**config.mk**
```make
export PLATFORM = sky130hd
export DESIGN_NAME = xy_route_unit
export DESIGN_NICKNAME = d
export VERILOG_FILES = /design/src/rtl/xy_route_pkg.sv /design/src/rtl/xy_axis_cmp.sv /design/src/rtl/xy_dir_select.sv /design/src/rtl/xy_port_guard.sv /design/src/rtl/xy_route_unit.sv
export SDC_FILE = /design/constraint.sdc
export NUM_CORES = 1
export LEC_CHECK = 0
export BUFFER_PORTS_ARGS = -buffer_cell sky130_fd_sc_hd__clkbuf_2
export CAP_MARGIN = 0
export CORE_AREA = 8 8 45 47
export DETAILED_ROUTE_END_ITERATION = 12
export DIE_AREA = 0 0 53 55
export GPL_ROUTABILITY_DRIVEN = 0
export SYNTH_ARGS = -nofsm -noshare
export SYNTH_HDL_FRONTEND = slang
export SYNTH_SLANG_ARGS = --single-unit
```
**constraint.sdc**
```tcl
create_clock -name clk -period 4.5 [get_ports clk]
set_clock_uncertainty 0.15 [all_clocks]
set_input_delay 0.9 -clock clk [delete_from_list [all_inputs] [get_ports clk]]
set_output_delay 0.9 -clock clk [all_outputs]
set_load 0.005 [all_outputs]
```
**src/rtl/xy_route_pkg.sv**
```systemverilog
package xy_route_pkg;

  localparam int NBR_PORTS = 4;
  localparam int DIR_BITS  = NBR_PORTS + 1;

  localparam int IDX_N   = 0;
  localparam int IDX_S   = 1;
  localparam int IDX_E   = 2;
  localparam int IDX_W   = 3;
  localparam int IDX_LOC = 4;

  typedef struct packed {
    logic below;
    logic above;
    logic same;
  } axis_rel_t;

  typedef logic [DIR_BITS-1:0]  dir_vec_t;
  typedef logic [NBR_PORTS-1:0] nbr_vec_t;

endpackage

```
**src/rtl/xy_axis_cmp.sv**
```systemverilog
module xy_axis_cmp #(
  parameter int CW = 2
) (
  input  logic [CW-1:0]            here,
  input  logic [CW-1:0]            goal,
  output xy_route_pkg::axis_rel_t  rel
);
  always_comb begin
    rel.below = (here < goal);
    rel.above = (here > goal);
    rel.same  = (here == goal);
  end
endmodule

```
**src/rtl/xy_dir_select.sv**
```systemverilog
module xy_dir_select
  import xy_route_pkg::*;
(
  input  axis_rel_t xrel,
  input  axis_rel_t yrel,
  input  nbr_vec_t  blocked,
  output dir_vec_t  pick
);
  logic want_w, want_e, x_free, use_y;

  always_comb begin
    want_w = xrel.above;
    want_e = xrel.below;
    x_free = (want_w && !blocked[IDX_W]) || (want_e && !blocked[IDX_E]);
    use_y  = xrel.same || !x_free;
    pick   = '0;
    if (xrel.same && yrel.same) begin
      pick[IDX_LOC] = 1'b1;
    end else if (!use_y) begin
      pick[IDX_W] = want_w;
      pick[IDX_E] = want_e;
    end else begin
      pick[IDX_N] = yrel.below;
      pick[IDX_S] = yrel.above;
    end
  end
endmodule

```
**src/rtl/xy_port_guard.sv**
```systemverilog
module xy_port_guard
  import xy_route_pkg::*;
(
  input  dir_vec_t pick,
  input  nbr_vec_t present,
  output dir_vec_t grant,
  output logic     missing
);
  nbr_vec_t miss_vec;

  for (genvar p = 0; p < NBR_PORTS; p++) begin : g_port
    assign grant[p]    = pick[p] & present[p];
    assign miss_vec[p] = pick[p] & ~present[p];
  end
  assign grant[IDX_LOC] = pick[IDX_LOC];
  assign missing        = |miss_vec;
endmodule

```
**src/rtl/xy_route_unit.sv**
```systemverilog
module xy_route_unit
  import xy_route_pkg::*;
#(
  parameter int MESH_N = 4,
  parameter int CW     = (MESH_N > 1) ? $clog2(MESH_N) : 1
) (
  input  logic          clk,
  input  logic          rst,
  input  logic          req_i,
  input  logic [CW-1:0] cur_x_i,
  input  logic [CW-1:0] cur_y_i,
  input  logic [CW-1:0] dst_x_i,
  input  logic [CW-1:0] dst_y_i,
  input  logic [3:0]    blocked_i,
  input  logic [3:0]    port_mask_i,
  output logic [4:0]    dir_o,
  output logic          valid_o,
  output logic          route_err_o
);
  localparam int NDIM = 2;

  logic [CW-1:0] here_v [NDIM];
  logic [CW-1:0] goal_v [NDIM];
  axis_rel_t     rel_v  [NDIM];

  assign here_v[0] = cur_x_i;
  assign here_v[1] = cur_y_i;
  assign goal_v[0] = dst_x_i;
  assign goal_v[1] = dst_y_i;

  for (genvar d = 0; d < NDIM; d++) begin : g_axis
    xy_axis_cmp #(.CW(CW)) u_cmp (
      .here (here_v[d]),
      .goal (goal_v[d]),
      .rel  (rel_v[d])
    );
  end

  dir_vec_t pick, grant;
  logic     missing;

  xy_dir_select u_sel (
    .xrel    (rel_v[0]),
    .yrel    (rel_v[1]),
    .blocked (blocked_i),
    .pick    (pick)
  );

  xy_port_guard u_guard (
    .pick    (pick),
    .present (port_mask_i),
    .grant   (grant),
    .missing (missing)
  );

  dir_vec_t dir_q;
  logic     valid_q, err_q;

  always_ff @(posedge clk) begin
    if (rst) begin
      dir_q   <= '0;
      valid_q <= 1'b0;
      err_q   <= 1'b0;
    end else if (req_i) begin
      dir_q   <= grant;
      valid_q <= |grant;
      if (missing) err_q <= 1'b1;
    end else begin
      dir_q   <= '0;
      valid_q <= 1'b0;
    end
  end

  assign dir_o       = dir_q;
  assign valid_o     = valid_q;
  assign route_err_o = err_q;
endmodule

```
==> impl_metrics.py <==
metrics = {
    "clocking": {
        "clk_path_buf_depth": 2,
        "clk_latency_ns": 0.24,
        "cts_buffers": 3,
        "cts_root_buffer": "clkbuf_4",
        "cts.sinks": 7,
        "cts_hold_buffers": 0,
        "cts_setup_buffers": 0,
        "clk_pin_slew_ns": 0.05,
        "cts_tree": "yes",
        "post_cts_resized": 0,
        "cts_max_level": 1,
    },
    "routing": {
        "vias_per_cell": 4.714,
        "remaining_drc_errors": 0,
        "dr.pass1.iters": 4,
        "routed_wirelength_um": 972,
        "vias": 429,
        "drtIter0Drc": 5,
        "wl_per_cell_um": 10.68,
        "ant_nets": 0,
    },
    "worst_setup_path": {
        "crit_path_end": "route_err_o$_SDFFE_PP0P_",
        "cpPeakStageDelay_ns": 0.43,
        "start_kind": "input pin",
        "cp-startpoint": "cur_x_i[0]",
        "endpoint_kind": "flip-flop",
        "cp_slowest_cell": "or4b_1",
        "critPathRequiredTime_ns": 4.52,
        "path_cells": "clkbuf_2, inv_1, ha_1, nand4_2, or4b_1, a22o_1, a211oi_2",
        "cp.arrival_ns": 2.31,
        "r2r_slack_ns": 3.53,
        "crit_path_max_fanout": 5,
        "critPathBufInv": 2,
        "worstSetupPathDepth": 7,
        "worstSetupPathType": "in2reg",
        "r2r-start": "route_err_o$_SDFFE_PP0P_",
        "cp_top_family": "simple AND/OR/NAND/NOR gates",
        "r2r-end": "route_err_o$_SDFFE_PP0P_",
        "worstRegToRegCells": 2,
    },
    "cells_and_area": {
        "drive_gt1_share_pct": 38.67,
        "final_nets": 99,
        "n_antenna_cell": 0,
        "area_growth_pct": 37.07,
    },
    "placed_design": {
        "dp_hpwl_um": 884.1,
        "port_buffers": 23,
    },
    "global_routing": {
        "track_usage_pct": 7.166,
        "grt_antenna_before_repair": 0,
        "grt_first_pass_wirelength_um": 1559,
        "grt_pass1_vias": 412,
        "grt-ovfl-total": 0,
        "grt_max_degree": 7,
    },
    "synth": {
        "synth_top_area_share_pct": 32.18,
        "async_reset_ff_share_pct": 0,
        "yosys_warnings": 0,
        "synth_area_um2": 435.4,
        "synth_fp_nets": 71,
        "netlist.top_cell.by_area": "dfxtp_1",
        "synth_most_common_cell": "dfxtp_1",
        "netlist_instances": 48,
        "syn-mean-instance-area_um2": 9.071,
        "synth.area.top_cells": "dfxtp_1 32%, ha_1 11%, a211oi_1 6.9%, nand2b_1 5.7%, inv_1 5.2%",
        "synth-seq-area-share_pct": 32.18,
        "synth_common_cells": "7 x dfxtp_1, 6 x inv_1",
        "synth.distinct_cells": 21,
        "synth_edf_count": 0,
        "synthFlopType": "dfxtp_1",
        "ys_ff_latch": 7,
    },
    "hold_path": {
        "hold_class": "reg2reg",
    },
    "sta": {
        "hold_viol": 0,
        "final.period_utilization_pct": 50.98,
        "rsz0062_at_grt": "false",
        "slew_headroom_pct": 71.92,
        "final.setup.tns_ns": 0,
        "period_minus_slack_ns": 2.294,
        "whs_ns": 0.3930,
        "setup_viol": 0,
        "fmax_mhz": 435.9,
        "worstMarginPinSlew_ns": 0.4167,
        "drv_slew": 0,
    },
    "floorplan": {
        "num_rows": 14,
        "die-area_um2": 2915,
        "start_util_pct": 31.46,
        "die_y_um": 55,
        "num_io_pins": 26,
        "die_x_um": 53,
        "coreArea_um2": 1384,
    },
    "pwr": {
        "vdd_drop_max_uv": 80.78,
        "power.leakage_uw": 0.0003011,
        "p_per_area_nw_per_um2": 272.1,
        "total_power_uw": 162.4,
    },
    "status": {
        "status": "finished clean",
    },
    "flow_run": {
        "maxCapViolations": 0,
    },
}
sequential cells by signal (all words and copies together) (netlist names):
signal	count
route_err_o	1
dir_o	5
valid_o	1
worst min-delay path, delay by kind of cell, from the launching register on:
family / cells / cell delay, ns
DFF: 1 / 0.32
and+or+nand+nor: 1 / 0.13
AOI/OAI and AO/OA: 1 / 0.05
final cells by class:
class	count	area (µm²)
well taps	16	20.02
inverters	6	22.52
flip-flops and latches	7	140.1
repair buffers	23	115.1
multi-input cells	35	272.8
clock buffers	4	26.28
fillers	151	787.0
placed cells by master, fill, tap and decap left out, types with 3 or more instances in the layout:
master / Yosys / layout
clkbuf_4: 0 / 3
a211oi_1: 4 / 4
inv_1: 6 / 6
ha_1: 4 / 4
clkbuf_2: 0 / 23
nor2_1: 4 / 4
nand2b_1: 4 / 4
dfxtp_1: 7 / 7
cells by family (layout without fill, tap and decap cells):
kind of cell    Yosys count  after routing  share of synthesized area, %
simple gates             17             17                         25.86
flops                     7              7                         32.18
compound gates           14             14                         25.29
fa+ha+maj                 4              4                         11.49
buf+inv                   6             33                         5.172
layer usage:
metal  GRT usage [%]  share of wire (%)  vias up
met5               0                  0        -
met4           7.759               0.93        0
met3           1.604                9.7        2
met2           11.91                 52       11
met1           7.012                 37      185
li1                -                  -      231
how the worst min path moves through the flow:
stage | cells past startpoint | startpoint | end | slack, ns
after detailed placement | 2 | route_err_o$_SDFFE_PP0P_ | route_err_o$_SDFFE_PP0P_ | 0.39
after CTS | 2 | route_err_o$_SDFFE_PP0P_ | route_err_o$_SDFFE_PP0P_ | 0.40
final | 2 | route_err_o$_SDFFE_PP0P_ | route_err_o$_SDFFE_PP0P_ | 0.39
after floorplan | 2 | route_err_o$_SDFFE_PP0P_ | route_err_o$_SDFFE_PP0P_ | 0.38
after global placement | 2 | route_err_o$_SDFFE_PP0P_ | route_err_o$_SDFFE_PP0P_ | 0.39
after global routing | 2 | route_err_o$_SDFFE_PP0P_ | route_err_o$_SDFFE_PP0P_ | 0.43
power breakdown:
group / switching [µW] / internal [µW] / total, µW / leakage (µW)
Clock: 20.9 / 33.7 / 54.6 / 0.0000150
Sequential: 1.01 / 64.6 / 65.6 / 0.0000568
Combinational: 20.9 / 21.2 / 42.1 / 0.000229
Total: 42.8 / 120 / 162 / 0.000301
through the flow:
stage | cell area [µm²] | cells | utilization [%] | setup slack (ns)
3_3_place_gp | 570.5 | 87 | 41.23 | 1.949
2_1_floorplan | 435.4 | 48 | - | 2.118
3_5_place_dp | 570.5 | 87 | 41.23 | 1.930
5_1_grt | 596.8 | 91 | 43.13 | 2.117
6_report | 596.8 | 91 | 43.13 | 2.206
4_1_cts | 596.8 | 91 | 43.13 | 2.202
Power figures use the tool's default switching activity.
